**config.mk**
```make
export PLATFORM = sky130hd
export DESIGN_NAME = keypad_scanner
export DESIGN_NICKNAME = d
export VERILOG_FILES = /design/src/rtl/kp_pkg.sv /design/src/rtl/kp_sync.sv /design/src/rtl/kp_tick_count.sv /design/src/rtl/kp_col_find.sv /design/src/rtl/keypad_scanner.sv
export SDC_FILE = /design/constraint.sdc
export NUM_CORES = 1
export LEC_CHECK = 0
export BUFFER_PORTS_ARGS = -buffer_cell sky130_fd_sc_hd__buf_2
export CORE_ASPECT_RATIO = 0.8
export CORE_MARGIN = 1
export CORE_UTILIZATION = 56
export CTS_CLUSTER_SIZE = 10
export DETAILED_ROUTE_END_ITERATION = 6
export GPL_TIMING_DRIVEN = 0
export PLACE_DENSITY = 0.81
export SETUP_SLACK_MARGIN = 0.02
export SLEW_MARGIN = 10
export SYNTH_ARGS = -nofsm -noshare
export SYNTH_HDL_FRONTEND = slang
export SYNTH_SLANG_ARGS = --single-unit
```
**constraint.sdc**
```tcl
create_clock -name clk -period 2.9 [get_ports clk]
set_clock_uncertainty 0.15 [all_clocks]
set_input_delay 0.145 -clock clk [delete_from_list [all_inputs] [get_ports clk]]
set_output_delay 0.145 -clock clk [all_outputs]
set_load 0.02 [all_outputs]
```
**src/rtl/kp_pkg.sv**
```systemverilog
package kp_pkg;

    typedef enum logic [1:0] {
        KP_SCAN  = 2'd0,
        KP_MAKE  = 2'd1,
        KP_HELD  = 2'd2,
        KP_BREAK = 2'd3
    } kp_state_e;

endpackage

```
**src/rtl/kp_sync.sv**
```systemverilog
module kp_sync #(
    parameter int W      = 3,
    parameter int STAGES = 2
) (
    input  logic         clk,
    input  logic         rst_n,
    input  logic [W-1:0] d_i,
    output logic [W-1:0] q_o
);
    logic [W-1:0] stage_d [STAGES];
    logic [W-1:0] stage_q [STAGES];

    always_comb begin
        stage_d[0] = d_i;
        for (int s = 1; s < STAGES; s++) begin
            stage_d[s] = stage_q[s-1];
        end
    end

    always_ff @(posedge clk or negedge rst_n) begin
        if (!rst_n) begin
            for (int s = 0; s < STAGES; s++) begin
                stage_q[s] <= '1;
            end
        end else begin
            for (int s = 0; s < STAGES; s++) begin
                stage_q[s] <= stage_d[s];
            end
        end
    end

    assign q_o = stage_q[STAGES-1];
endmodule

```
**src/rtl/kp_tick_count.sv**
```systemverilog
module kp_tick_count #(
    parameter int LIMIT = 16,
    parameter int W     = (LIMIT > 1) ? $clog2(LIMIT) : 1
) (
    input  logic clk,
    input  logic rst_n,
    input  logic clear_i,
    input  logic tick_i,
    output logic done_o
);
    logic [W-1:0] cnt_d, cnt_q;

    always_comb begin
        cnt_d  = cnt_q;
        done_o = 1'b0;
        if (clear_i) begin
            cnt_d = '0;
        end else if (tick_i) begin
            if (cnt_q == W'(LIMIT - 1)) begin
                done_o = 1'b1;
                cnt_d  = '0;
            end else begin
                cnt_d = cnt_q + 1'b1;
            end
        end
    end

    always_ff @(posedge clk or negedge rst_n) begin
        if (!rst_n) cnt_q <= '0;
        else        cnt_q <= cnt_d;
    end
endmodule

```
**src/rtl/kp_col_find.sv**
```systemverilog
module kp_col_find #(
    parameter int COLS  = 3,
    parameter int COL_W = (COLS > 1) ? $clog2(COLS) : 1
) (
    input  logic [COLS-1:0]  col_n_i,
    output logic             hit_o,
    output logic [COL_W-1:0] idx_o
);
    always_comb begin
        hit_o = 1'b0;
        idx_o = '0;
        for (int c = COLS - 1; c >= 0; c--) begin
            if (!col_n_i[c]) begin
                hit_o = 1'b1;
                idx_o = COL_W'(c);
            end
        end
    end
endmodule

```
**src/rtl/keypad_scanner.sv**
```systemverilog
module keypad_scanner #(
    parameter int ROWS           = 4,
    parameter int COLS           = 3,
    parameter int DEBOUNCE_TICKS = 16,
    parameter int SYNC_STAGES    = 2,
    parameter int CODE_W         = $clog2(ROWS * COLS + 1)
) (
    input  logic              clk,
    input  logic              rst_n,
    input  logic              tick_i,
    input  logic [COLS-1:0]   col_n_i,
    output logic [ROWS-1:0]   row_n_o,
    output logic [CODE_W-1:0] key_code_o,
    output logic              key_valid_o,
    output logic              key_release_o
);
    import kp_pkg::*;

    localparam int ROW_W   = (ROWS > 1) ? $clog2(ROWS) : 1;
    localparam int COL_W   = (COLS > 1) ? $clog2(COLS) : 1;
    localparam int SETTLE  = SYNC_STAGES + 1;
    localparam int DWELL_W = $clog2(SETTLE + 1);

    typedef struct packed {
        kp_state_e          state;
        logic [ROW_W-1:0]   row;
        logic [COL_W-1:0]   col;
        logic [DWELL_W-1:0] dwell;
        logic [CODE_W-1:0]  code;
        logic               valid;
        logic               release_p;
    } kp_regs_t;

    kp_regs_t r_d, r_q;

    logic [COLS-1:0]  col_s;
    logic             hit;
    logic [COL_W-1:0] hit_idx;
    logic             cnt_clear;
    logic             deb_done;
    logic             all_open;

    kp_sync #(.W(COLS), .STAGES(SYNC_STAGES)) u_sync (
        .clk   (clk),
        .rst_n (rst_n),
        .d_i   (col_n_i),
        .q_o   (col_s)
    );

    kp_col_find #(.COLS(COLS), .COL_W(COL_W)) u_find (
        .col_n_i (col_s),
        .hit_o   (hit),
        .idx_o   (hit_idx)
    );

    assign cnt_clear = (r_q.state == KP_SCAN) || (r_q.state == KP_HELD);

    kp_tick_count #(.LIMIT(DEBOUNCE_TICKS)) u_ticks (
        .clk     (clk),
        .rst_n   (rst_n),
        .clear_i (cnt_clear),
        .tick_i  (tick_i),
        .done_o  (deb_done)
    );

    assign all_open = &col_s;

    always_comb begin
        r_d           = r_q;
        r_d.valid     = 1'b0;
        r_d.release_p = 1'b0;
        unique case (r_q.state)
            KP_SCAN: begin
                if (r_q.dwell != DWELL_W'(SETTLE - 1)) begin
                    r_d.dwell = r_q.dwell + 1'b1;
                end else if (hit) begin
                    r_d.state = KP_MAKE;
                    r_d.col   = hit_idx;
                end else begin
                    r_d.dwell = '0;
                    r_d.row   = (r_q.row == ROW_W'(ROWS - 1)) ? '0 : r_q.row + 1'b1;
                end
            end
            KP_MAKE: begin
                if (col_s[r_q.col]) begin
                    r_d.state = KP_SCAN;
                    r_d.row   = '0;
                    r_d.dwell = '0;
                end else if (deb_done) begin
                    r_d.state = KP_HELD;
                    r_d.valid = 1'b1;
                    r_d.code  = CODE_W'(int'(r_q.col) + COLS * int'(r_q.row) + 1);
                end
            end
            KP_HELD: begin
                if (all_open) r_d.state = KP_BREAK;
            end
            KP_BREAK: begin
                if (!all_open) begin
                    r_d.state = KP_HELD;
                end else if (deb_done) begin
                    r_d.state     = KP_SCAN;
                    r_d.release_p = 1'b1;
                    r_d.row       = '0;
                    r_d.dwell     = '0;
                end
            end
            default: r_d.state = KP_SCAN;
        endcase
    end

    always_ff @(posedge clk or negedge rst_n) begin
        if (!rst_n) begin
            r_q.state     <= KP_SCAN;
            r_q.row       <= '0;
            r_q.col       <= '0;
            r_q.dwell     <= '0;
            r_q.code      <= '0;
            r_q.valid     <= 1'b0;
            r_q.release_p <= 1'b0;
        end else begin
            r_q <= r_d;
        end
    end

    assign row_n_o       = ~(ROWS'(1) << r_q.row);
    assign key_code_o    = r_q.code;
    assign key_valid_o   = r_q.valid;
    assign key_release_o = r_q.release_p;
endmodule

```
* After elaboration in Yosys (flattened, before gate mapping)
Cells that the tools add are included.
** Word-level totals
- Register bits :: 24
- Bits of input ports :: 6
- Output and inout bits :: 10
- Word-level logic and storage cells :: 86
** Operators by class
- $add $sub $neg :: 5
- $mul :: 1
- Order comparisons :: 1
- Equality and inequality tests :: 16
- Shifts and indexed selects :: 1
- Muxes and demuxes :: 39
- Bitwise logic cells :: 3
- Reductions and logical operators :: 10
** Operator list (count)
- $mux W2 :: 17
- $mux W4 :: 4
- $ne A2 B2 Y1 const B :: 8
- $mux W1 :: 13
- $pmux W2 S3 :: 2
- $reduce_and A5 Y1 :: 2
- $reduce_and A3 Y1 :: 3
- $add A4 B1 Y4 const B :: 2
- $pmux W2 S4 :: 1
- $eq A2 B2 Y1 const B :: 3
- $mux W6 :: 1
- $ne A3 B3 Y1 const B :: 2
- $reduce_and A6 Y1 :: 1
- $add A2 B1 Y2 const B :: 2
- $add A2 B4 Y4 :: 1
- $eq A4 B4 Y1 const B :: 1
- $mul A2 B2 Y4 const A :: 1
- $not A4 Y4 :: 1
- $shl A1 B2 Y4 const A :: 1
- $lt A2 B3 Y1 const B :: 1
- $ne A3 B2 Y1 const B :: 1
- $reduce_bool A3 Y1 :: 1
- $bmux W1 S2 :: 1
- $eq A2 B1 Y1 const B :: 1
- 4 further kinds :: 5

* Logic depth before layout (Yosys ltp)
- Depth after elaboration :: 7
- Mapped depth :: 5
- Gate-level depth less buffers :: 5

* Hierarchy
Synthesis repeated with hierarchy kept, for this count alone.
** Unflattened totals
- Cells, all modules :: 109
- Area total of the unflattened synthesis :: 1221.2 sq um
** By module, submodules not included
- keypad_scanner :: instances 1, cells an instance 79, area each 837.1 sq um, sequential area each 350.3 sq um
- kp_tick_count :: instances 1, cells an instance 21, area each 202.7 sq um, sequential area each 100.1 sq um
- kp_sync :: instances 1, cells an instance 6, area each 157.7 sq um, sequential area each 157.7 sq um
- kp_col_find :: instances 1, cells an instance 3, area each 23.8 sq um, sequential area each 0.0 sq um

* Least setup slack after synthesis
OpenSTA, ideal clock, no wires.
- Path type :: reg2reg
- Start point :: register r_q[9] in the netlist's numbering
- End point :: register r_q, in the netlist key_code_o[2]
- Setup time :: 0.125 ns
- Arrival :: 1.749 ns
- Required time :: 2.625 ns
- Slack :: 0.876 ns
- Cell stages (with the launch flop) :: 5
- Buffers on the path :: 0
- Period minus slack after synthesis :: 2.024 ns
- Path through :: dfrtp_1 -> fa_1 -> fa_1 -> xor2_1 -> mux2_4
** On the way
- Word-level cells in the longest chain between the ends :: 4
** RTL lines
- start, declared :: RTL line keypad_scanner.sv:34 : kp_regs_t r_d, r_q;
- start signal, assigned :: RTL line keypad_scanner.sv:122 : r_q <= r_d;
- parallel branches: the longest is 4 deep, another holds $add A2 B4 Y4
Several ways; the timed one is not identified. The select of a mux whose other input is x is not followed.
A chain may end at the register's enable or synchronous reset.

* Worst setup path after layout
Same ends and word-level chain as after synthesis.

==> results by group <==
Synth
  • Number of distinct library cells after synthesis: 34
  • Synthesized area: 1250 µm²
  • Top cell type by total area after synthesis: dfrtp_1
  • Sequential share of the synthesized area: roughly half
  • Syn_nets: 123
  • Async SR Flop Fraction: 100%
  • Yosys reg bits: 24
  • Synth warnings: 0
  • Synth top area share: 36.0%
  • Synth top area cells: dfrtp_1 36%, dfstp_2 13%, ha_1 8.0%
  • EDFF count, synth: 0
  • Syn_area_per_cell: 11.7 µm²
  • Cells after Synth: about 110
  • Ys flop type: dfrtp_1

Global routing
  • GRT Residual Overflow: 0
  • Pin count of the biggest net entering global routing: 25
  • All-Layer GR Usage: 20.4%
  • First-pass GRT wire length: 3410 µm
  • Initial antenna violation count: 0
  • Vias in the first global route: 795

Finish
  • Design area: ~1400 µm²
  • Fill cells: 151
  • ANT cells: 0
  • Nets: 148
  • Final core utilization: between 70 and 80%
  • Commonest non-fill, non-tap cell in the layout: dfrtp_1
  • Synth-to-layout area growth: 14.5%
  • Layout cell share with drive strength beyond 1: around 27%
  • Most frequent cells in the layout: 18 x dfrtp_1, 15 x buf_2, 10 x inv_1

Power and ir drop
  • Switch Pwr: between 300 and 400 µW
  • Final total power: 935 µW
  • Int Pwr: 588 µW
  • Switching share of total power: 37.2%
  • Reg power frac: 49.3%
  • VDD IR max: ~0.45 mV
  • Clock Power Share: 16.3%
  • Pwr Density: 653 nW/µm²
  • Combinational share of power: 34.4%
  • P_leak: 0.728 nW

Setup path
  • Critical Path Fanout Max: 4
  • CP Launch Type: flop
  • WP data arrival: 2170 ps
  • Kind of critical path: flop to flop
  • Worst EP required: about 3000 ps
  • CP Capture Type: flop

Routing
  • Drt via density: 5.32
  • Drt pass-1 iters: 4
  • Final wirelength: 2020 µm
  • Drt wl/cell: ~13 µm
  • Drt drc: 0
  • Antenna Nets Post-Route: 0
  • Initial drt markers: 6
  • Routed via count: 824

STA
  • Worst slew pin tran: ~520 ps
  • # setup viols final: 0
  • Slew HR: 65.4%
  • Setup TNS: 0 ps
  • Fin. Hold Viols: 0
  • Period utilization: 71.9%
  • Fmax: ~480 MHz
  • Min cycle time layout: 2090 ps
  • RSZ-0062 raised after global routing: no
  • Final Max Tran Viols: 0

Placement
  • IO buf count: 15
  • DP HPWL: between 1000 and 1500 µm
  • GPL Wtd Cong: 0.785
  • DP Area: 1360 µm²

Clock network
  • Resize count post-CTS: 0
  • CTS tree: yes
  • Clock slew seen by the registers of the worst setup and hold paths: roughly 140 ps
  • CTS H-tree depth: 1
  • Clk_lat worst skew: 330 ps
  • Clock Sinks: 24
  • Number of buffers created by CTS: 3
  • Hold-fix buffers, CTS: 5
  • Post-CTS Setup Inserts: 0
  • Max Root-Sink Buffers: 2
  • CTS root buf: clkbuf_4

Status
  • Run status: completed

Floorplanning
  • Die X: 54.8 µm
  • I/O pin cnt: 16
  • Core area: 2000 µm²
  • Initial core utilization: 62.7%
  • Die Height: 44.3 µm
  • Row count: 14
  • Die area: approximately 2400 µm²

Worst hold path
  • Hold crit path type: input pin to asynchronous set/reset pin

Job
  • Max_cap viols: 0
==> flip-flops by register name, summed over array words and instances, names as in the netlist <==
register / count
u_ticks.cnt_q: 4
key_valid_o: 1
key_release_o: 1
r_q: 8
key_code_o: 4
u_sync.q_o: 3
u_sync.stage_d: 3
==> per-stage QoR <==
step	worst slack (ps)	hold WS (ps)	cells
6_report	814	148	155
5_1_grt	742	217	155
4_1_cts	802	156	155
3_5_place_dp	787	2.81	146
3_3_place_gp	838	-2.90	146
2_1_floorplan	876	-301	107
==> Yosys cell counts (all sizes together) (2+ instances only) <==
cell	n
a21boi	2
a21oi	3
a22o	2
a31oi	3
buf	4
dfrtp	18
dfstp	6
fa	2
ha	8
inv	10
mux2	3
mux2i	3
nand2	7
nand2b	2
nand3	3
nor2	7
nor2b	3
o21ai	6
o31ai	3
==> area by class of cell <==
cell class	count	area (µm²)	share of cell area, %
Inverter	10	37.5	2.62
Timing Repair Buffer	20	125	8.73
Tap cell	24	30.0	2.10
Buffer	4	30.0	2.10
Multi-Input combinational cell	69	576	40.2
Sequential cell	24	608	42.4
Clock buffer	4	26.3	1.83
==> final timing paths <==
path	startpoint	to	slack (ps)	cells past startpoint
setup / recovery	r_q[9]	key_code_o[2]	810	4
hold / removal	rst_n	key_code_o[1]	150	2
setup reg to reg	r_q[9]	key_code_o[2]	810	4
hold reg to reg	u_sync.stage_d[0]	u_sync.q_o[0]	210	0
max in group asynchronous	rst_n	u_sync.q_o[0]	2060	2
min in group clk	u_sync.stage_d[0]	u_sync.q_o[0]	210	0
==> power by group through the flow <==
stage / logic [mW] / clock network [mW] / registers, mW
final: 0.322 / 0.153 / 0.461
after global routing: 0.363 / 0.169 / 0.469
after CTS: 0.326 / 0.162 / 0.457
after detailed placement: 0.319 / 0 / 0.463
after global placement: 0.302 / 0 / 0.459
after floorplan: 0.248 / 0 / 0.446
==> per-layer routing <==
| metal | GRT usage (%) | vias up | part of all wire (%) | routed length [µm] |
|---|---|---|---|---|
| li1 | - | 419 | - | - |
| met4 | 6.15 | 0 | 0.59 | 12 |
| met5 | 0 | - | 0 | 0 |
| met1 | 25.1 | 386 | 47 | 940 |
| met2 | 34.2 | 17 | 49 | 986 |
| met3 | 6.19 | 2 | 4.0 | 81 |
==> worst max-delay path: stages (launching register included) <==
cell	delay (ps)
dfrtp_1	480
fa_1	560
fa_1	430
xor2_1	150
mux2_4	250
==> logic make-up after synthesis <==
| group | count (synthesis) | synth area share, % |
|---|---|---|
| and+or+nand+nor | 27 | 12.4 |
| AOI/OAI and AO/OA | 24 | 15.0 |
| DFF | 24 | 48.6 |
| buffers and inverters | 14 | 5.40 |
| adders and majority gates | 10 | 11.2 |
| muxes | 6 | 6.00 |
| xor gates and xnor gates | 2 | 1.40 |
No activity file was read; power rests on OpenSTA's default activity.
